**config.mk**
```make
export PLATFORM = sky130hd
export DESIGN_NAME = pwrup_cfg_seq
export DESIGN_NICKNAME = d
export VERILOG_FILES = /design/src/rtl/pwrup_cfg_pkg.sv /design/src/rtl/pwrup_cfg_dp.sv /design/src/rtl/pwrup_cfg_ctrl.sv /design/src/rtl/pwrup_cfg_seq.sv
export SDC_FILE = /design/constraint.sdc
export NUM_CORES = 1
export LEC_CHECK = 0
export BUFFER_PORTS_ARGS = -buffer_cell sky130_fd_sc_hd__buf_2
export CORE_MARGIN = 2
export CORE_UTILIZATION = 50
export DETAILED_ROUTE_END_ITERATION = 10
export GPL_TIMING_DRIVEN = 0
export PLACE_DENSITY = 0.73
export SKIP_CTS_REPAIR_TIMING = 1
export SLEW_MARGIN = 20
export SYNTH_ARGS = -nofsm -noshare
export SYNTH_HDL_FRONTEND = slang
export SYNTH_SLANG_ARGS = --single-unit
```
**constraint.sdc**
```tcl
create_clock -name clk -period 3.01 [get_ports clk]
set_input_delay 0 -clock clk [delete_from_list [all_inputs] [get_ports clk]]
set_output_delay 0 -clock clk [all_outputs]
set_load 0.01 [all_outputs]
```
**src/rtl/pwrup_cfg_pkg.sv**
```systemverilog
package pwrup_cfg_pkg;

  typedef enum logic [3:0] {
    ST_IDLE,
    ST_PDLOW,
    ST_SETTLE,
    ST_DUMMY,
    ST_PROBE,
    ST_CFG,
    ST_RSTSET,
    ST_RSTCLR,
    ST_DONE,
    ST_FAIL
  } seqState_t;

  typedef enum logic [1:0] {
    SEL_RD0,
    SEL_CFG,
    SEL_RSTSET,
    SEL_RSTCLR
  } cmdSel_t;

  // control -> datapath strobes
  typedef struct packed {
    logic    loadLow;
    logic    loadSettle;
    logic    tmrDec;
    logic    clrRetry;
    logic    incRetry;
    logic    clrIdx;
    logic    incIdx;
    cmdSel_t sel;
  } ctrlStrobe_t;

  // datapath -> control status
  typedef struct packed {
    logic tmrZero;
    logic retryLeft;
    logic idxLast;
  } dpStatus_t;

  // duration in units of 1/perSec seconds, converted to clock cycles, rounded up
  function automatic longint unsigned ceilCycles(input longint unsigned clkHz,
                                                 input longint unsigned dur,
                                                 input longint unsigned perSec);
    longint unsigned n;
    n = (dur * clkHz + perSec - 1) / perSec;
    if (n == 0) n = 1;
    return n;
  endfunction

endpackage

```
**src/rtl/pwrup_cfg_dp.sv**
```systemverilog
module pwrup_cfg_dp
  import pwrup_cfg_pkg::*;
#(
  parameter int unsigned ADDR_W     = 8,
  parameter int unsigned DATA_W     = 8,
  parameter int unsigned NUM_CFG    = 4,
  parameter int unsigned MAX_RETRY  = 3,
  parameter int unsigned LOW_CYC    = 10,
  parameter int unsigned SETTLE_CYC = 10000,
  parameter int unsigned TMR_W      = 14,
  parameter int unsigned RETRY_W    = 2,
  parameter int unsigned IDX_W      = 2,
  parameter bit          SWRST_EN   = 1'b1,
  parameter logic [ADDR_W-1:0] SWRST_ADDR = '0,
  parameter int unsigned SWRST_BIT  = 0,
  parameter logic [NUM_CFG-1:0][ADDR_W+DATA_W-1:0] CFG_TABLE = '0
) (
  input  logic              clk,
  input  logic              rstN,
  input  ctrlStrobe_t       strb,
  output dpStatus_t         stat,
  output logic              cmdRead,
  output logic [ADDR_W-1:0] cmdAddr,
  output logic [DATA_W-1:0] cmdWdata
);

  logic [TMR_W-1:0]   tmr;
  logic [RETRY_W-1:0] retryCnt;
  logic [IDX_W-1:0]   idx;
  logic [DATA_W-1:0]  rstSetData;
  logic [ADDR_W+DATA_W-1:0] entry;

  // shared wait timer for low pulse and settle window
  always_ff @(posedge clk or negedge rstN) begin
    if (!rstN)                       tmr <= '0;
    else if (strb.loadLow)           tmr <= TMR_W'(LOW_CYC - 1);
    else if (strb.loadSettle)        tmr <= TMR_W'(SETTLE_CYC - 1);
    else if (strb.tmrDec && tmr != 0) tmr <= tmr - 1'b1;
  end

  always_ff @(posedge clk or negedge rstN) begin
    if (!rstN)              retryCnt <= '0;
    else if (strb.clrRetry) retryCnt <= '0;
    else if (strb.incRetry) retryCnt <= retryCnt + 1'b1;
  end

  always_ff @(posedge clk or negedge rstN) begin
    if (!rstN)            idx <= '0;
    else if (strb.clrIdx) idx <= '0;
    else if (strb.incIdx) idx <= idx + 1'b1;
  end

  assign stat.tmrZero   = (tmr == '0);
  assign stat.retryLeft = (retryCnt != RETRY_W'(MAX_RETRY));
  assign stat.idxLast   = (idx == IDX_W'(NUM_CFG - 1));

  generate
    if (SWRST_EN) begin : g_swrst
      assign rstSetData = DATA_W'(1) << SWRST_BIT;
    end else begin : g_noSwrst
      assign rstSetData = '0;
    end
  endgenerate

  assign entry = CFG_TABLE[idx];

  always_comb begin
    cmdRead  = 1'b0;
    cmdAddr  = '0;
    cmdWdata = '0;
    unique case (strb.sel)
      SEL_RD0: cmdRead = 1'b1;
      SEL_CFG: begin
        cmdAddr  = entry[ADDR_W+DATA_W-1:DATA_W];
        cmdWdata = entry[DATA_W-1:0];
      end
      SEL_RSTSET: begin
        cmdAddr  = SWRST_ADDR;
        cmdWdata = rstSetData;
      end
      SEL_RSTCLR: cmdAddr = SWRST_ADDR;
      default: cmdRead = 1'b1;
    endcase
  end

endmodule

```
**src/rtl/pwrup_cfg_ctrl.sv**
```systemverilog
module pwrup_cfg_ctrl
  import pwrup_cfg_pkg::*;
#(
  parameter bit SWRST_EN = 1'b1
) (
  input  logic        clk,
  input  logic        rstN,
  input  logic        start,
  input  logic        cmdDone,
  input  logic        cmdAck,
  input  dpStatus_t   stat,
  output ctrlStrobe_t strb,
  output logic        cmdReq,
  output logic        pdN,
  output logic        busy,
  output logic        done,
  output logic        error
);

  seqState_t state, nxt;

  always_ff @(posedge clk or negedge rstN) begin
    if (!rstN) state <= ST_IDLE;
    else       state <= nxt;
  end

  always_comb begin
    nxt      = state;
    strb     = '0;
    strb.sel = SEL_RD0;
    unique case (state)
      ST_IDLE, ST_DONE, ST_FAIL: begin
        if (start) begin
          nxt           = ST_PDLOW;
          strb.loadLow  = 1'b1;
          strb.clrRetry = 1'b1;
          strb.clrIdx   = 1'b1;
        end
      end
      ST_PDLOW: begin
        strb.tmrDec = 1'b1;
        if (stat.tmrZero) begin
          nxt             = ST_SETTLE;
          strb.loadSettle = 1'b1;
        end
      end
      ST_SETTLE: begin
        strb.tmrDec = 1'b1;
        if (stat.tmrZero) nxt = ST_DUMMY;
      end
      ST_DUMMY: begin
        if (cmdDone) nxt = ST_PROBE;
      end
      ST_PROBE: begin
        if (cmdDone) begin
          if (cmdAck) begin
            nxt         = ST_CFG;
            strb.clrIdx = 1'b1;
          end else if (stat.retryLeft) begin
            nxt           = ST_PDLOW;
            strb.incRetry = 1'b1;
            strb.loadLow  = 1'b1;
          end else begin
            nxt = ST_FAIL;
          end
        end
      end
      ST_CFG: begin
        strb.sel = SEL_CFG;
        if (cmdDone) begin
          if (!cmdAck)           nxt = ST_FAIL;
          else if (stat.idxLast) nxt = SWRST_EN ? ST_RSTSET : ST_DONE;
          else                   strb.incIdx = 1'b1;
        end
      end
      ST_RSTSET: begin
        strb.sel = SEL_RSTSET;
        if (cmdDone) nxt = cmdAck ? ST_RSTCLR : ST_FAIL;
      end
      ST_RSTCLR: begin
        strb.sel = SEL_RSTCLR;
        if (cmdDone) nxt = cmdAck ? ST_DONE : ST_FAIL;
      end
      default: nxt = ST_IDLE;
    endcase
  end

  assign cmdReq = (state == ST_DUMMY) || (state == ST_PROBE) || (state == ST_CFG) ||
                  (state == ST_RSTSET) || (state == ST_RSTCLR);
  assign pdN    = (state != ST_PDLOW);
  assign done   = (state == ST_DONE);
  assign error  = (state == ST_FAIL);
  assign busy   = !((state == ST_IDLE) || (state == ST_DONE) || (state == ST_FAIL));

endmodule

```
**src/rtl/pwrup_cfg_seq.sv**
```systemverilog
module pwrup_cfg_seq
  import pwrup_cfg_pkg::*;
#(
  parameter longint unsigned CLK_HZ    = 50_000_000,
  parameter longint unsigned LOW_NS    = 200,
  parameter longint unsigned SETTLE_US = 200,
  parameter int unsigned     MAX_RETRY = 3,
  parameter int unsigned     NUM_CFG   = 4,
  parameter int unsigned     ADDR_W    = 8,
  parameter int unsigned     DATA_W    = 8,
  parameter logic [NUM_CFG-1:0][ADDR_W+DATA_W-1:0] CFG_TABLE =
    {16'h1303, 16'h1202, 16'h1101, 16'h1000},
  parameter bit              SWRST_EN   = 1'b1,
  parameter logic [ADDR_W-1:0] SWRST_ADDR = 8'h0C,
  parameter int unsigned     SWRST_BIT  = 6
) (
  input  logic              clk,
  input  logic              rstN,
  input  logic              start,
  output logic              pdN,
  output logic              cmdReq,
  output logic              cmdRead,
  output logic [ADDR_W-1:0] cmdAddr,
  output logic [DATA_W-1:0] cmdWdata,
  input  logic              cmdDone,
  input  logic              cmdAck,
  output logic              busy,
  output logic              done,
  output logic              error
);

  localparam int unsigned LOW_CYC    = 32'(ceilCycles(CLK_HZ, LOW_NS, 64'd1_000_000_000));
  localparam int unsigned SETTLE_CYC = 32'(ceilCycles(CLK_HZ, SETTLE_US, 64'd1_000_000));
  localparam int unsigned TMR_MAX    = (LOW_CYC > SETTLE_CYC) ? LOW_CYC : SETTLE_CYC;
  localparam int unsigned TMR_W      = $clog2(TMR_MAX + 1);
  localparam int unsigned RETRY_W    = (MAX_RETRY > 0) ? $clog2(MAX_RETRY + 1) : 1;
  localparam int unsigned IDX_W      = (NUM_CFG > 1) ? $clog2(NUM_CFG) : 1;

  ctrlStrobe_t strb;
  dpStatus_t   stat;

  pwrup_cfg_ctrl #(.SWRST_EN(SWRST_EN)) u_ctrl (
    .clk(clk), .rstN(rstN), .start(start), .cmdDone(cmdDone), .cmdAck(cmdAck),
    .stat(stat), .strb(strb), .cmdReq(cmdReq), .pdN(pdN), .busy(busy),
    .done(done), .error(error)
  );

  pwrup_cfg_dp #(
    .ADDR_W(ADDR_W), .DATA_W(DATA_W), .NUM_CFG(NUM_CFG), .MAX_RETRY(MAX_RETRY),
    .LOW_CYC(LOW_CYC), .SETTLE_CYC(SETTLE_CYC), .TMR_W(TMR_W), .RETRY_W(RETRY_W),
    .IDX_W(IDX_W), .SWRST_EN(SWRST_EN), .SWRST_ADDR(SWRST_ADDR),
    .SWRST_BIT(SWRST_BIT), .CFG_TABLE(CFG_TABLE)
  ) u_dp (
    .clk(clk), .rstN(rstN), .strb(strb), .stat(stat),
    .cmdRead(cmdRead), .cmdAddr(cmdAddr), .cmdWdata(cmdWdata)
  );

endmodule

```
After elaboration in Yosys (flattened, before gate mapping)
Index checks and enable logic that the tools add are counted.

$add $sub $neg: 3. $lt $le $gt $ge: 1. Equal/unequal tests: 24. Mux-type cells: 45. Reductions and logical operators: 19.

Operators with widths (count): $mux W4 (13); $mux W14 (3); $bmux W16 S2 (1); $pmux W4 S8 (1); $pmux W8 S2 (2); $ne A2 B2 Y1 const B (9); $eq A4 B3 Y1 const B (4); $mux W1 (16); $mux W16 (1); $logic_not A14 Y1 (1); $reduce_bool A14 Y1 (1); $sub A14 B1 Y14 const B (1); $mux W2 (5); $reduce_and A9 Y1 (1); $eq A4 B2 Y1 const B (2); $eq A4 B4 Y1 const B (2); $eq A2 B2 Y1 const B (3); $logic_or A1 B1 Y1 (6); $pmux W2 S3 (1); $add A2 B1 Y2 const B (2); $eq A4 B1 Y1 const B (1); $logic_not A4 Y1 (1); $ne A4 B1 Y1 const B (1); $pmux W1 S2 (2); other kinds (10) (12).

Register bits after elaboration: 22. Bits of input ports: 5. Output and inout port bits: 22.

Depth between registers and ports, before layout
Gate-level depths: netlist (run 1).

Depth after elaboration: 7. Depth in mapped cells: 8. Depth with buffers taken out: 7.

Hierarchy
A second synthesis (run 1) with hierarchy kept.

Cell total of the unflattened synthesis: 177. Area total of the unflattened synthesis: 1591.5 um^2.

By module, submodules not included: pwrup_cfg_dp (instances 1, cells each 122, area each 1159.9 um^2, sequential area each 450.4 um^2); pwrup_cfg_ctrl (instances 1, cells each 55, area each 431.7 um^2, sequential area each 100.1 um^2).

Worst setup path before layout (run 1)
OpenSTA, ideal clock, no wires.

Path type: register to register. Start: reg u_dp.tmr[9]. End: reg u_dp.tmr[2]. Arrival: 2.053 ns. Required time: 2.931 ns. Slack: 0.878 ns. Stages on the path, launching flop included: 7. Period minus slack after synthesis: 2.132 ns. Path through: dfrtp_1 -> or4_4 -> or2_1 -> or4_1 -> buf_2 -> a21oi_4 -> mux2i_1.

Word-level cells in the longest chain between the ends: 5. Elaborated cells on any way between the ends: 8.

Ends and longest elaborated chain: start, declared (RTL line pwrup_cfg_dp.sv:27) `logic [TMR_W-1:0] tmr;`; start signal, assigned (RTL line pwrup_cfg_dp.sv:36) `else if (strb.loadLow) tmr <= TMR_W'(LOW_CYC - 1);`; start signal, assigned (RTL line pwrup_cfg_dp.sv:37) `else if (strb.loadSettle) tmr <= TMR_W'(SETTLE_CYC - 1);`; start signal, assigned (RTL line pwrup_cfg_dp.sv:38) `else if (strb.tmrDec && tmr != 0) tmr <= tmr - 1'b1;`; $logic_not A14 Y1 (RTL line pwrup_cfg_dp.sv:53) `assign stat.tmrZero = (tmr == '0);`; $mux W1 (RTL line pwrup_cfg_ctrl.sv:42) `if (stat.tmrZero) begin`; $mux W1 (RTL line pwrup_cfg_ctrl.sv:31) `unique case (state)`; $mux W14 (RTL line pwrup_cfg_dp.sv:37); $mux W14 (RTL line pwrup_cfg_dp.sv:36).

Several ways; a longest one is shown, not always the timed one. A chain may end at the register's enable or synchronous reset.

Worst setup path in the final report (run 1)
Start: reg u_ctrl.state[3]. End: reg u_dp.tmr[3].

Word-level cells in the longest chain between the ends: 5. Elaborated cells on any way between the ends: 15.

Ends and longest elaborated chain: start, declared (RTL line pwrup_cfg_ctrl.sv:20) `seqState_t state, nxt;`; start signal, assigned (RTL line pwrup_cfg_ctrl.sv:24) `else state <= nxt;`; branches (longest 5 deep; another with $eq A4 B4 Y1).

Parallel ways; which one is timed is not known.

==> reports/results.md, run 1 <==
| Stage | Result | Value |
|:---|:---|:---|
| outcome | Status | finished with violations |
| outcome | Violated checks | negative hold slack |
| setup path | Crit Path Max Fanout | 10 |
| power | Net switching share of the total power | 0.477 |
| detailed routing | Drt wl/cell | 13.3 um |
| timing | Final period util | 0.772 |
| power | Peak supply drop | 442 uV |
| cts | Skew-Pair Late Insertion Delay | 0.31 ns |
| timing | Post-layout worst setup margin | 0.687 ns |
| synthesis | Sequential share of the synthesized area | 0.359 |
| setup path | FF-to-FF setup slack | 0.69 ns |
| cells and area | Diode count | 0 |
| timing | Max Clock Skew | 0.00190 ns |
| timing | Worst hold margin | -0.0150 ns |
| grt | All-Layer GR Usage | 0.193 |
| cells and area | Commonest cells after routing, fill and taps aside | sky130_fd_sc_hd__dfrtp_1, sky130_fd_sc_hd__nor2_1, sky130_fd_sc_hd__buf_2, sky130_fd_sc_hd__inv_1, sky130_fd_sc_hd__nand2_1 |
| timing | Period minus WS final | 2.32 ns |
| detailed routing | Total number of vias | 1366 |
| setup path | Cell breakdown of the critical path | clkbuf_1 > nor2b_1 > and4_1 > a21oi_1 > nand2_2 > or3_1 |
| synthesis | Post-Syn Instances | 174 |
| floorplanning | Die footprint | 3520 um^2 |
| setup path | Required time of the worst setup path | 3.22 ns |
| timing | Max-slew headroom | 0.501 |
| synthesis | Unique cell type count in the Yosys netlist | 49 |
| cts | Number of clock buffers inserted by TritonCTS | 3 |
| floorplanning | Floorplan die width | 59.3 um |
| grt | Overflow after GRT | 0 |
| floorplanning | CORE AREA | 2980 um^2 |
| grt | Number of antenna violations at the first check in global routing | 0 |
| power | Combinational power share | 0.617 |
| cts | Library cell used as clock root buffer | sky130_fd_sc_hd__clkbuf_4 |
| cts | CTS clk-pin slew, worst paths | 0.12 ns |
| min path | Path type of the worst min-delay path | input port to register |
| cells and area | Multi-input gate area | 867 um^2 |
| setup path | Largest stage delay, worst path | 0.53 ns |
| setup path | Kind of start point of the critical path | register |
| synthesis | Cell area after technology mapping | 1530 um^2 |
| cells and area | Area taken by flip-flops and latches | 551 um^2 |
| synthesis | Synth area leaders | sky130_fd_sc_hd__dfrtp_1, sky130_fd_sc_hd__ha_1, sky130_fd_sc_hd__nor2_1 |
| power | Internal | 903 uW |
| timing | Final hold vios | 1 |
| timing | Setup repair after global routing missed its margin | false |
| setup path | Critical register-to-register path startpoint | u_ctrl.state[3]$_DFFE_PN0P_ |
| timing | Slew of the pin with the lowest slew margin | 0.729 ns |
| setup path | Critical Path End Type | register |
| timing | Final setup violation count | 0 |
| floorplanning | # rows | 20 |
| detailed routing | DR pass1 iterations | 4 |
| synthesis | Total of flip-flops plus latches after synthesis | 22 |
| synthesis | Number of warnings printed during yosys synthesis | 0 |
| synthesis | Main synth FF type | sky130_fd_sc_hd__dfrtp_1 |
| setup path | Data arrival, critical path | 2.53 ns |
| detailed routing | DRC Markers | 0 |
| cts | Clock tree buffer depth | 2 |
| detailed routing | Drt first-iter violations | 79 |
| detailed routing | Ratio of routed vias to standard cells | 5.76 |
| power | Part of the total power dissipated in sequential elements | 0.288 |
| cells and area | Number of filler cells placed in the layout | 262 |
| timing | Final setup TNS | 0 ns |
| setup path | R2R cell count | 6 |
| synthesis | Synth top area share | 0.359 |
| cts | Number of sinks on the clock net | 22 |
| placed design | HPWL after detailed placement | 2380 um |
| setup path | Classification of the worst setup path | register to register |
| cells and area | Area growth from synthesis to layout | 13.3% |
| grt | Maximum number of pins on one net before global-route repair | 23 |
| synthesis | Cell type contributing the most total cell area after synthesis | sky130_fd_sc_hd__dfrtp_1 |
| floorplanning | Effective utilization at floorplan | 0.514 |
| min path | Hold depth | 3 |
| placed design | Place WS | 0.699 ns |
| min path | Endpoint, Worst Hold | u_dp.idx[1]$_DFFE_PN0P_ |
| setup path | CP max-delay cell | sky130_fd_sc_hd__a21oi_1 |
| cells and area | Most common cell after layout, fill and taps aside | sky130_fd_sc_hd__dfrtp_1 |
| detailed routing | Routed WL | 3140 um |
| cts | H-tree levels | 1 |
| min path | Launch point of the worst hold path | cmdDone |
| power | Leakage power of the design | 0.000829 uW |
| synthesis | Synthesized area divided by synthesized cell count | 8.80 um^2 |
| placed design | Buffers on Ports | 18 |
| synthesis | Post-synth EDFFs | 0 |
| placed design | Final weighted congestion in routability-driven placement | 0.872 |
| floorplanning | I/O pin count | 27 |
| grt | Number of global-route vias before repair | 1225 |
| timing | Maximum frequency from static timing analysis | 430 MHz |
| power | Clock share of power | 0.095 |
| power | Power per cell area | 995 nW/um^2 |
| setup path | Capture instance of the worst register-to-register path | u_dp.tmr[3]$_DFFE_PN0P_ |
| job | Max-Cap Viols | 0 |
| cts | TritonCTS clock tree | built |
| power | Sw Pwr | 823 uW |
| timing | Slew Limit Fails | 0 |
| grt | First-pass GRT wire length | 5230 um |
| cells and area | Number of nets in the layout | 218 |
| detailed routing | Post-route antenna net violation count | 0 |
| floorplanning | Vert. Die Dim | 59.3 um |
| cells and area | Layout cells sized above 1 | 0.191 |
| synthesis | Async set-or-reset flop fraction in the synthesized netlist | 1.00 |
worst max-delay path by stage:
stage          slack, ns                       end                   startpoint
2_1_floorplan       0.88   u_dp.tmr[2]$_DFFE_PN0P_      u_dp.tmr[9]$_DFFE_PN0P_
3_3_place_gp        0.75  u_dp.tmr[12]$_DFFE_PN0P_      u_dp.tmr[0]$_DFFE_PN0P_
3_5_place_dp        0.70   u_dp.tmr[3]$_DFFE_PN0P_  u_ctrl.state[3]$_DFFE_PN0P_
4_1_cts             0.67   u_dp.tmr[3]$_DFFE_PN0P_  u_ctrl.state[0]$_DFFE_PN0P_
5_1_grt             0.47   u_dp.tmr[3]$_DFFE_PN0P_  u_ctrl.state[0]$_DFFE_PN0P_
6_report            0.69   u_dp.tmr[3]$_DFFE_PN0P_  u_ctrl.state[3]$_DFFE_PN0P_
cells by family (layout without fill, tap and decap cells):
kind of cell               Yosys count  after routing  share of synthesized area
AOI/OAI and AO/OA                   31             31                      0.154
xor gates and xnor gates             8              8                     0.0457
adders and majority gates            8              8                     0.0654
buffers and inverters               27             50                     0.0915
DFF                                 22             22                      0.359
muxes                                6              6                     0.0408
other                                1              8                    0.00245
and+or+nand+nor                     71             71                      0.240
metal layers:
layer,track usage,up-vias,wire length [um]
li1,-,665,-
met1,0.247,649,1390
met2,0.325,48,1540
met3,0.0218,4,168
met4,0.0909,0,40
met5,0,-,0
cell type report:
type,instances,area share
inverters,11,0.0238
flip-flops and latches,22,0.317
repair buffers,19,0.0577
multi-input cells,132,0.500
clock buffers,4,0.0209
plain buffers,16,0.0570
well taps,33,0.0238
cells in the mapped netlist (2+ instances only):
cell type                    n
sky130_fd_sc_hd__xnor2_1     4
sky130_fd_sc_hd__nor3_1      7
sky130_fd_sc_hd__buf_4      10
sky130_fd_sc_hd__o21ai_1     2
sky130_fd_sc_hd__ha_1        8
sky130_fd_sc_hd__o311ai_0    2
sky130_fd_sc_hd__nand2_1    11
sky130_fd_sc_hd__nor2b_1     3
sky130_fd_sc_hd__xor2_1      4
sky130_fd_sc_hd__inv_1      11
sky130_fd_sc_hd__a2111oi_0   3
sky130_fd_sc_hd__a21oi_1     7
sky130_fd_sc_hd__clkbuf_1    5
sky130_fd_sc_hd__mux2i_1     4
sky130_fd_sc_hd__nor2_1     21
sky130_fd_sc_hd__or4_1       4
sky130_fd_sc_hd__nand3_1     5
sky130_fd_sc_hd__nand4_1     2
sky130_fd_sc_hd__nor4_1      2
sky130_fd_sc_hd__and2_1      2
sky130_fd_sc_hd__nand2b_1    2
sky130_fd_sc_hd__dfrtp_1    22
sky130_fd_sc_hd__or3_1       6
sky130_fd_sc_hd__a211oi_1    2
stage by stage:
| step | cell area (um^2) | util | total power, uW | std cells |
|---|---|---|---|---|
| finish | 1740 | 0.583 | 1730 | 237 |
| global route | 1740 | 0.583 | 1890 | 237 |
| CTS | 1730 | 0.579 | 1720 | 236 |
| detailed placement | 1690 | 0.567 | 1560 | 232 |
| global placement | 1690 | 0.567 | 1510 | 232 |
| floorplan | 1560 | - | 1310 | 181 |
state kept, by name, indices dropped and copies added, names as in the netlist:
register	flops
u_dp.tmr	14
u_ctrl.state	4
u_dp.idx	2
u_dp.retryCnt	2
worst max-delay path: cells and delay by family, from the launching register on:
family                 cells  cell delay [ns]
buffers and inverters      1             0.33
flip-flops                 1             0.34
AND/OR/NAND/NOR            4             1.01
AO/OA/AOI/OAI              1             0.53
power by group through the flow:
stage / clock, uW / combinational, uW / sequential, uW
CTS: 170 / 1060 / 495
global placement: 0 / 1020 / 494
detailed placement: 0 / 1050 / 501
finish: 165 / 1060 / 497
global route: 180 / 1190 / 513
floorplan: 0 / 832 / 478
No activity file was read; power rests on OpenSTA's default activity.
==> inputs of run 2 (changes only) <==
--- a/config.mk
+++ b/config.mk
@@ -5,12 +5,13 @@
 export SDC_FILE = /design/constraint.sdc
 export NUM_CORES = 1
 export LEC_CHECK = 0
+export ABC_AREA = 1
 export BUFFER_PORTS_ARGS = -buffer_cell sky130_fd_sc_hd__buf_2
 export CORE_MARGIN = 2
 export CORE_UTILIZATION = 50
 export DETAILED_ROUTE_END_ITERATION = 10
 export GPL_TIMING_DRIVEN = 0
-export PLACE_DENSITY = 0.73
+export PLACE_DENSITY = 0.72
 export SKIP_CTS_REPAIR_TIMING = 1
 export SLEW_MARGIN = 20
 export SYNTH_ARGS = -nofsm -noshare
==> constraint.sdc (replaced) <==
create_clock -name clk -period 2.25 [get_ports clk]
set_input_delay 0 -clock clk [delete_from_list [all_inputs] [get_ports clk]]
set_output_delay 0 -clock clk [all_outputs]
set_load 0.01 [all_outputs]
==> run 2 against run 1 <==
- the run still ends with negative hold slack left
- utilization barely moved
- sequential power rose by 40%
- critical path depth rose by 1
- global-route usage fell by 0.83 points
- combinational power rose by 52%
- clock power rose by 32%
- flip-flop and latch count did not move
- synthesized cell count rose by 44%
- largest cell class unchanged
- highest routed layer unchanged
==> reports/results.md, run 2 <==
| Stage | Result | Value | Delta |
|:---|:---|:---|:---|
| outcome | Status | finished with violations | unchanged |
| outcome | Violated checks | negative hold slack | unchanged |
| timing | Final setup violation count | 0 | unchanged |
| floorplanning | # rows | 21 | was 20 |
| floorplanning | I/O pin count | 27 | unchanged |
| cells and area | Register containing the most flip-flops in the final layout | u_dp.tmr | unchanged |
| synthesis | Post-Syn Instances | 251 | was 174 |
| cts | Skew-Pair Late Insertion Delay | 0.31 ns | about the same |
| timing | Final period util | 0.895 |  |
| grt | Maximum number of pins on one net before global-route repair | 23 | unchanged |
| setup path | Classification of the worst setup path | register to primary output | was register to register |
| cells and area | Area taken by flip-flops and latches | 551 um^2 | unchanged |
| power | Part of the total power dissipated in sequential elements | 0.275 | was 0.288 |
| cts | Number of clock buffers inserted by TritonCTS | 3 | unchanged |
| synthesis | Most used standard cells in the synthesized netlist | sky130_fd_sc_hd__nand2_1, sky130_fd_sc_hd__nor2_1, sky130_fd_sc_hd__inv_1 | was sky130_fd_sc_hd__dfrtp_1, sky130_fd_sc_hd__nor2_1, sky130_fd_sc_hd__inv_1, sky130_fd_sc_hd__nand2_1, sky130_fd_sc_hd__buf_4 |
| grt | Overflow after GRT | 0 | unchanged |
| cells and area | Layout cells sized above 1 | 0.206 | was 0.191 |
| timing | Max Clock Skew | 0.00927 ns | was 0.00190 ns |
| detailed routing | Total number of vias | 1515 | was 1366 |
| grt | First-pass GRT wire length | 5840 um | was 5230 um |
| cells and area | Diode count | 0 | unchanged |
| synthesis | Cell area after technology mapping | 1710 um^2 | was 1530 um^2 |
| synthesis | Synth top area share | 0.322 | was 0.359 |
| placed design | Post-DP Area | 1880 um^2 | was 1690 um^2 |
| cells and area | Most common cell after layout, fill and taps aside | sky130_fd_sc_hd__nand2_1 | was sky130_fd_sc_hd__dfrtp_1 |
| min path | Path type of the worst min-delay path | input port to register | unchanged |
| cells and area | Multi-input gate area | 963 um^2 | was 867 um^2 |
| detailed routing | Drt wl/cell | 10.4 um | was 13.3 um |
| placed design | Place WS | 0.509 ns | was 0.699 ns |
| cells and area | Post-route cell area | 1930 um^2 | was 1740 um^2 |
| cts | Clock tree buffer depth | 2 | unchanged |
| cells and area | Largest registers in the final layout | u_dp.tmr x14, u_ctrl.state x4 | unchanged |
| floorplanning | CORE AREA | 3310 um^2 | was 2980 um^2 |
| power | Leakage power of the design | 0.00109 uW | was 0.000829 uW |
| job | Max-Cap Viols | 0 | unchanged |
| timing | Final setup TNS | 0 ns | unchanged |
| setup path | Crit Path Max Fanout | 5 | was 10 |
| cts | Library cell used as clock root buffer | sky130_fd_sc_hd__clkbuf_4 | unchanged |
| timing | Maximum frequency from static timing analysis | 497 MHz |  |
| setup path | Data arrival, critical path | 2.01 ns | was 2.53 ns |
| power | Peak supply drop | 789 uV | was 442 uV |
| cts | Number of sinks on the clock net | 22 | unchanged |
| synthesis | Synth area leaders | sky130_fd_sc_hd__dfrtp_1, sky130_fd_sc_hd__nand2_1, sky130_fd_sc_hd__nor2_1 | was sky130_fd_sc_hd__dfrtp_1, sky130_fd_sc_hd__ha_1, sky130_fd_sc_hd__nor2_1 |
| placed design | Final weighted congestion in routability-driven placement | 0.819 | was 0.872 |
| synthesis | Number of warnings printed during yosys synthesis | 0 | unchanged |
| synthesis | Async set-or-reset flop fraction in the synthesized netlist | 1.00 | unchanged |
| grt | Number of antenna violations at the first check in global routing | 0 | unchanged |
| placed design | Buffers on Ports | 18 | unchanged |
| synthesis | Total of flip-flops plus latches after synthesis | 22 | unchanged |
| synthesis | Sequential share of the synthesized area | 0.322 | was 0.359 |
| cells and area | Number of nets in the layout | 295 | was 218 |
| cells and area | Number of filler cells placed in the layout | 341 | was 262 |
| timing | Slew Limit Fails | 0 | unchanged |
| detailed routing | DR pass1 iterations | 7 | was 4 |
| floorplanning | Die footprint | 3900 um^2 | was 3520 um^2 |
| setup path | Critical Path End Type | primary output | was register |
| cts | TritonCTS clock tree | built | unchanged |
| cells and area | Number of flip-flops under the largest register name | 14 | unchanged |
| power | Net switching share of the total power | 0.527 | was 0.477 |
| cts | CTS clk-pin slew, worst paths | 0.12 ns | about the same |
| placed design | HPWL after detailed placement | 2750 um | was 2380 um |
| power | Clock share of power | 0.086 | was 0.095 |
| setup path | Required time of the worst setup path | 2.25 ns | was 3.22 ns |
| timing | Worst hold margin | -0.000909 ns | was -0.0150 ns |
| grt | All-Layer GR Usage | 0.185 | was 0.193 |
| detailed routing | DRC Markers | 0 | unchanged |
| grt | Number of global-route vias before repair | 1359 | was 1225 |
| synthesis | Synthesized area divided by synthesized cell count | 6.80 um^2 | was 8.80 um^2 |
| min path | Launch point of the worst hold path | cmdAck | was cmdDone |
| power | Internal | 1190 uW | was 903 uW |
| detailed routing | Drt first-iter violations | 70 | was 79 |
| synthesis | Unique cell type count in the Yosys netlist | 26 | was 49 |
| detailed routing | Post-route antenna net violation count | 0 | unchanged |
| cts | H-tree levels | 1 | unchanged |
| setup path | Kind of start point of the critical path | register | unchanged |
| timing | Final hold vios | 1 | unchanged |
| timing | Setup repair after global routing missed its margin | false | unchanged |
| power | Combinational power share | 0.639 | was 0.617 |
| power | Sw Pwr | 1330 uW | was 823 uW |
| detailed routing | Routed WL | 3400 um | was 3140 um |
| setup path | Critical register-to-register path startpoint | u_dp.tmr[0]$_DFFE_PN0P_ | was u_ctrl.state[3]$_DFFE_PN0P_ |
| floorplanning | Vert. Die Dim | 62.4 um | was 59.3 um |
| synthesis | Most frequently used cell type in the post-synthesis netlist | sky130_fd_sc_hd__nand2_1 | was sky130_fd_sc_hd__dfrtp_1 |
| synthesis | Main synth FF type | sky130_fd_sc_hd__dfrtp_1 | unchanged |
| cells and area | Area growth from synthesis to layout | 13.0% | was 13.3% |
| setup path | Crit path launch | u_ctrl.state[3]$_DFFE_PN0P_ | unchanged |
| cells and area | Commonest cells after routing, fill and taps aside | sky130_fd_sc_hd__nand2_1, sky130_fd_sc_hd__nor2_1, sky130_fd_sc_hd__inv_1, sky130_fd_sc_hd__nand3_1, sky130_fd_sc_hd__dfrtp_1 | was sky130_fd_sc_hd__dfrtp_1, sky130_fd_sc_hd__nor2_1, sky130_fd_sc_hd__buf_2, sky130_fd_sc_hd__inv_1, sky130_fd_sc_hd__nand2_1 |
| floorplanning | Floorplan die width | 62.4 um | was 59.3 um |
| detailed routing | Ratio of routed vias to standard cells | 4.63 | was 5.76 |
| timing | Period minus WS final | 2.01 ns |  |
| synthesis | Post-synth EDFFs | 0 | unchanged |
| floorplanning | Effective utilization at floorplan | 0.516 | was 0.514 |
| timing | Post-layout worst setup margin | 0.236 ns | was 0.687 ns |
| synthesis | Cell type contributing the most total cell area after synthesis | sky130_fd_sc_hd__dfrtp_1 | unchanged |
| power | Power per cell area | 1310 nW/um^2 | was 995 nW/um^2 |
-- run 2: changes by cell type after synthesis, sizes merged, moves of 4 or more --
cell / delta
nor2: +25
xnor2: -4
mux2i: -4
or3: -6
inv: +26
clkbuf: -5
nand2: +58
o21ai: +10
nand3: +20
or4: -5
-- run 2: layout make-up --
type / count / area share
plain buffers: 11 / 0.0434
clock buffers: 4 / 0.0188
inverters: 37 / 0.0719
multi-input cells: 188 / 0.499
flip-flops and latches: 22 / 0.285
well taps: 46 / 0.0298
repair buffers: 19 / 0.0518
-- run 2: cells by family after synthesis --
group	synth area share
DFF	0.322
xor gates and xnor gates	0.0103
and+or+nand+nor	0.406
other	0.00220
adders and majority gates	0.0586
AOI/OAI and AO/OA	0.0703
buffers and inverters	0.130
-- run 2: power by group through the flow --
stage	registers, uW	clock network (uW)	logic, uW
after detailed placement	700	0	1610
after global routing	714	243	1840
after global placement	697	0	1580
after CTS	691	228	1610
after floorplan	664	0	1290
final	694	217	1610
-- run 2: path summary, 6_finish.rpt --
check / to / slack [ns] / cells past startpoint
max reg2reg: u_dp.tmr[2]$_DFFE_PN0P_ / 0.51 / 10
max in group asynchronous: u_dp.tmr[13]$_DFFE_PN0P_ / 1.74 / 2
min reg2reg: u_dp.retryCnt[0]$_DFFE_PN0P_ / 0.50 / 1
min: u_dp.retryCnt[0]$_DFFE_PN0P_ / -0.0009 / 4
min in group asynchronous: u_dp.tmr[10]$_DFFE_PN0P_ / 0.18 / 2
max: cmdWdata[1] / 0.24 / 7
-- run 2: per-layer routing --
metal / vias to the layer above / share of wire / global-route usage
li1: 827 / - / -
met1: 661 / 0.52 / 0.260
met2: 23 / 0.44 / 0.292
met3: 4 / 0.030 / 0.0396
met4: 0 / 0.011 / 0.0472
met5: - / 0 / 0
-- run 2: worst max-delay path, stage by stage, from the launching register on --
cell	delay [ns]
sky130_fd_sc_hd__dfrtp_1	0.43
sky130_fd_sc_hd__inv_1	0.16
sky130_fd_sc_hd__nand2_1	0.16
sky130_fd_sc_hd__nor2_2	0.19
sky130_fd_sc_hd__inv_1	0.12
sky130_fd_sc_hd__ha_1	0.32
sky130_fd_sc_hd__nor3_1	0.17
sky130_fd_sc_hd__buf_2	0.15
-- run 2: through the flow --
step	power [uW]	utilization	std cells	hold slack, ns
floorplan	1950	-	258	-0.296
detailed placement	2310	0.568	322	-0.00912
CTS	2530	0.579	326	-0.365
global route	2790	0.583	327	0.0537
global placement	2280	0.568	322	-0.00623
finish	2520	0.583	327	-0.000909
==> inputs of run 3 (changes only) <==
--- a/config.mk
+++ b/config.mk
@@ -10,7 +10,7 @@
 export CORE_MARGIN = 2
 export CORE_UTILIZATION = 50
 export DETAILED_ROUTE_END_ITERATION = 10
-export GPL_TIMING_DRIVEN = 0
+export GPL_TIMING_DRIVEN = 1
 export PLACE_DENSITY = 0.72
 export SKIP_CTS_REPAIR_TIMING = 1
 export SLEW_MARGIN = 20
==> run 3 against run 2 <==
- cell count decreased by 3.7%
- maximum frequency is 1.1% higher
- critical path type unchanged
- combinational power shrank 6%
- the flow now finishes without violations
- die area is the same
- critical endpoint is now cmdWdata[0]
==> reports/results.md, run 3 (synthesized netlist as in run 2, its figures left out) <==
| Stage | Result | Value | Delta |
|:---|:---|:---|:---|
| outcome | Status | completed | was finished with violations |
| timing | Final period util | 0.886 | was 0.895 |
| floorplanning | Effective utilization at floorplan | 0.516 | unchanged |
| grt | All-Layer GR Usage | 0.187 | was 0.185 |
| cells and area | Final instance count without filler cells | 315 | was 327 |
| timing | Slew Limit Fails | 0 | unchanged |
| detailed routing | Drt first-iter violations | 85 | was 70 |
| timing | Max Clock Skew | 0.00669 ns | was 0.00927 ns |
| cells and area | Layout cells sized above 1 | 0.171 | was 0.206 |
| timing | Period minus WS final | 1.99 ns | was 2.01 ns |
| timing | Setup repair after global routing missed its margin | false | unchanged |
| cells and area | Number of nets in the layout | 284 | was 295 |
| min path | Launch point of the worst hold path | cmdAck | unchanged |
| power | Part of the total power dissipated in sequential elements | 0.296 | was 0.275 |
| cells and area | Register containing the most flip-flops in the final layout | u_dp.tmr | unchanged |
| detailed routing | DR pass1 iterations | 4 | was 7 |
| grt | Number of global-route vias before repair | 1322 | was 1359 |
| job | Max-Cap Viols | 0 | unchanged |
| floorplanning | Vert. Die Dim | 62.4 um | unchanged |
| setup path | Data arrival, critical path | 1.99 ns | was 2.01 ns |
| cts | Skew-Pair Late Insertion Delay | 0.31 ns | about the same |
| power | Sw Pwr | 1290 uW | was 1330 uW |
| detailed routing | Total number of vias | 1488 | was 1515 |
| floorplanning | Floorplan die width | 62.4 um | unchanged |
| power | Combinational power share | 0.632 | was 0.639 |
| cells and area | Most common cell after layout, fill and taps aside | sky130_fd_sc_hd__nand2_1 | unchanged |
| timing | Final hold vios | 0 | was 1 |
| setup path | Crit Path Max Fanout | 5 | unchanged |
| power | Peak supply drop | 596 uV | was 789 uV |
| cts | CTS clk-pin slew, worst paths | 0.11 ns | was 0.12 ns |
| timing | Final setup violation count | 0 | unchanged |
| floorplanning | Die footprint | 3900 um^2 | unchanged |
| cells and area | Area growth from synthesis to layout | 7.33% | was 13.0% |
| power | Power per cell area | 1310 nW/um^2 | about the same |
| min path | Hold depth | 4 | unchanged |
| setup path | Kind of start point of the critical path | register | unchanged |
| floorplanning | CORE AREA | 3310 um^2 | unchanged |
| cts | TritonCTS clock tree | built | unchanged |
| power | Net switching share of the total power | 0.538 | was 0.527 |
| detailed routing | Drt wl/cell | 10.3 um | was 10.4 um |
| floorplanning | I/O pin count | 27 | unchanged |
| grt | Maximum number of pins on one net before global-route repair | 23 | unchanged |
| cells and area | Largest registers in the final layout | u_dp.tmr x14, u_ctrl.state x4 | unchanged |
| grt | Overflow after GRT | 0 | unchanged |
| power | Leakage power of the design | 0.00102 uW | was 0.00109 uW |
| cts | H-tree levels | 1 | unchanged |
| placed design | Buffers on Ports | 18 | unchanged |
| placed design | HPWL after detailed placement | 2620 um | was 2750 um |
| min path | Endpoint, Worst Hold | u_dp.retryCnt[0]$_DFFE_PN0P_ | unchanged |
| floorplanning | # rows | 21 | unchanged |
| min path | Path type of the worst min-delay path | input port to register | unchanged |
| timing | Maximum frequency from static timing analysis | 502 MHz | was 497 MHz |
| detailed routing | DRC Markers | 0 | unchanged |
| power | Clock share of power | 0.072 | was 0.086 |
| grt | First-pass GRT wire length | 5860 um | was 5840 um |
| placed design | Final weighted congestion in routability-driven placement | 0.866 | was 0.819 |
| power | Internal | 1110 uW | was 1190 uW |
| cells and area | Number of flip-flops under the largest register name | 14 | unchanged |
| cts | Number of clock buffers inserted by TritonCTS | 3 | unchanged |
| setup path | R2R cell count | 10 | unchanged |
| setup path | Required time of the worst setup path | 2.25 ns | about the same |
| timing | Final setup TNS | 0 ns | unchanged |
| setup path | Critical Path End Type | primary output | unchanged |
| placed design | Placed Cells | 311 | was 322 |
| detailed routing | Routed WL | 3250 um | was 3400 um |
| setup path | Capture instance of the worst register-to-register path | u_dp.tmr[2]$_DFFE_PN0P_ | unchanged |
| cts | Clock tree buffer depth | 2 | unchanged |
| setup path | Critical register-to-register path startpoint | u_dp.tmr[0]$_DFFE_PN0P_ | unchanged |
| detailed routing | Post-route antenna net violation count | 0 | unchanged |
| detailed routing | Ratio of routed vias to standard cells | 4.72 | was 4.63 |
| cts | Number of sinks on the clock net | 22 | unchanged |
| setup path | Classification of the worst setup path | register to primary output | unchanged |
| cells and area | Commonest cells after routing, fill and taps aside | sky130_fd_sc_hd__nand2_1, sky130_fd_sc_hd__nor2_1, sky130_fd_sc_hd__inv_1, sky130_fd_sc_hd__nand3_1, sky130_fd_sc_hd__dfrtp_1 | unchanged |
| grt | Number of antenna violations at the first check in global routing | 0 | unchanged |
| cts | Library cell used as clock root buffer | sky130_fd_sc_hd__clkbuf_4 | unchanged |
| cells and area | Diode count | 0 | unchanged |
| setup path | FF-to-FF setup slack | 0.49 ns | was 0.51 ns |
## run 3: cell types whose count changed in the layout (fill, tap and decap cells not counted), sizes merged
cell | previous run | this run
buf | 29 | 18
clkbuf | 4 | 3
## run 3: worst max-delay path: stages (launching register included)
cell	delay, ns
sky130_fd_sc_hd__dfrtp_1	0.43
sky130_fd_sc_hd__inv_1	0.15
sky130_fd_sc_hd__nand2_1	0.16
sky130_fd_sc_hd__nor2_2	0.18
sky130_fd_sc_hd__inv_1	0.11
sky130_fd_sc_hd__ha_1	0.32
sky130_fd_sc_hd__nor3_1	0.19
sky130_fd_sc_hd__buf_2	0.16
## run 3: layout make-up
class                   instances  area (um^2)
flip-flops and latches         22          551
multi-input cells             188          963
well taps                      46         57.6
fillers                       329         1480
inverters                      37          139
clock buffers                   3         22.5
repair buffers                 19          100
## run 3: worst max path at each step
stage,start,end,slack (ns),depth (start not counted)
5_1_grt,u_ctrl.state[3]$_DFFE_PN0P_,cmdWdata[0],0.07,7
4_1_cts,u_ctrl.state[3]$_DFFE_PN0P_,cmdWdata[0],0.18,7
2_1_floorplan,u_ctrl.state[3]$_DFFE_PN0P_,cmdWdata[0],0.54,6
3_3_place_gp,u_ctrl.state[3]$_DFFE_PN0P_,cmdWdata[1],0.55,7
3_5_place_dp,u_dp.tmr[0]$_DFFE_PN0P_,u_dp.tmr[2]$_DFFE_PN0P_,0.50,10
6_report,u_ctrl.state[3]$_DFFE_PN0P_,cmdWdata[0],0.26,7
## run 3: power by group through the flow
stage,Clock (uW),Sequential [uW],Combinational [uW]
floorplan,0,664,1290
global placement,0,718,1500
detailed placement,0,720,1510
CTS,183,709,1520
global route,205,734,1750
finish,173,711,1520
## run 3: metrics by stage
step	hold WS, ns	power [uW]	cell area, um^2	util	worst slack [ns]
5_1_grt	0.0226	2690	1830	0.554	0.0663
3_5_place_dp	-0.00935	2230	1800	0.543	0.501
3_3_place_gp	-0.0104	2220	1800	0.543	0.551
4_1_cts	-0.358	2410	1820	0.550	0.176
2_1_floorplan	-0.296	1950	1730	-	0.541
6_report	0.00967	2410	1830	0.554	0.257
## run 3: layer usage
metal | wire length (um) | up-vias | GRT usage
met5 | 0 | - | 0
met4 | 36 | 0 | 0.0500
met3 | 110 | 5 | 0.0432
met2 | 1410 | 23 | 0.273
met1 | 1690 | 659 | 0.279
li1 | - | 801 | -
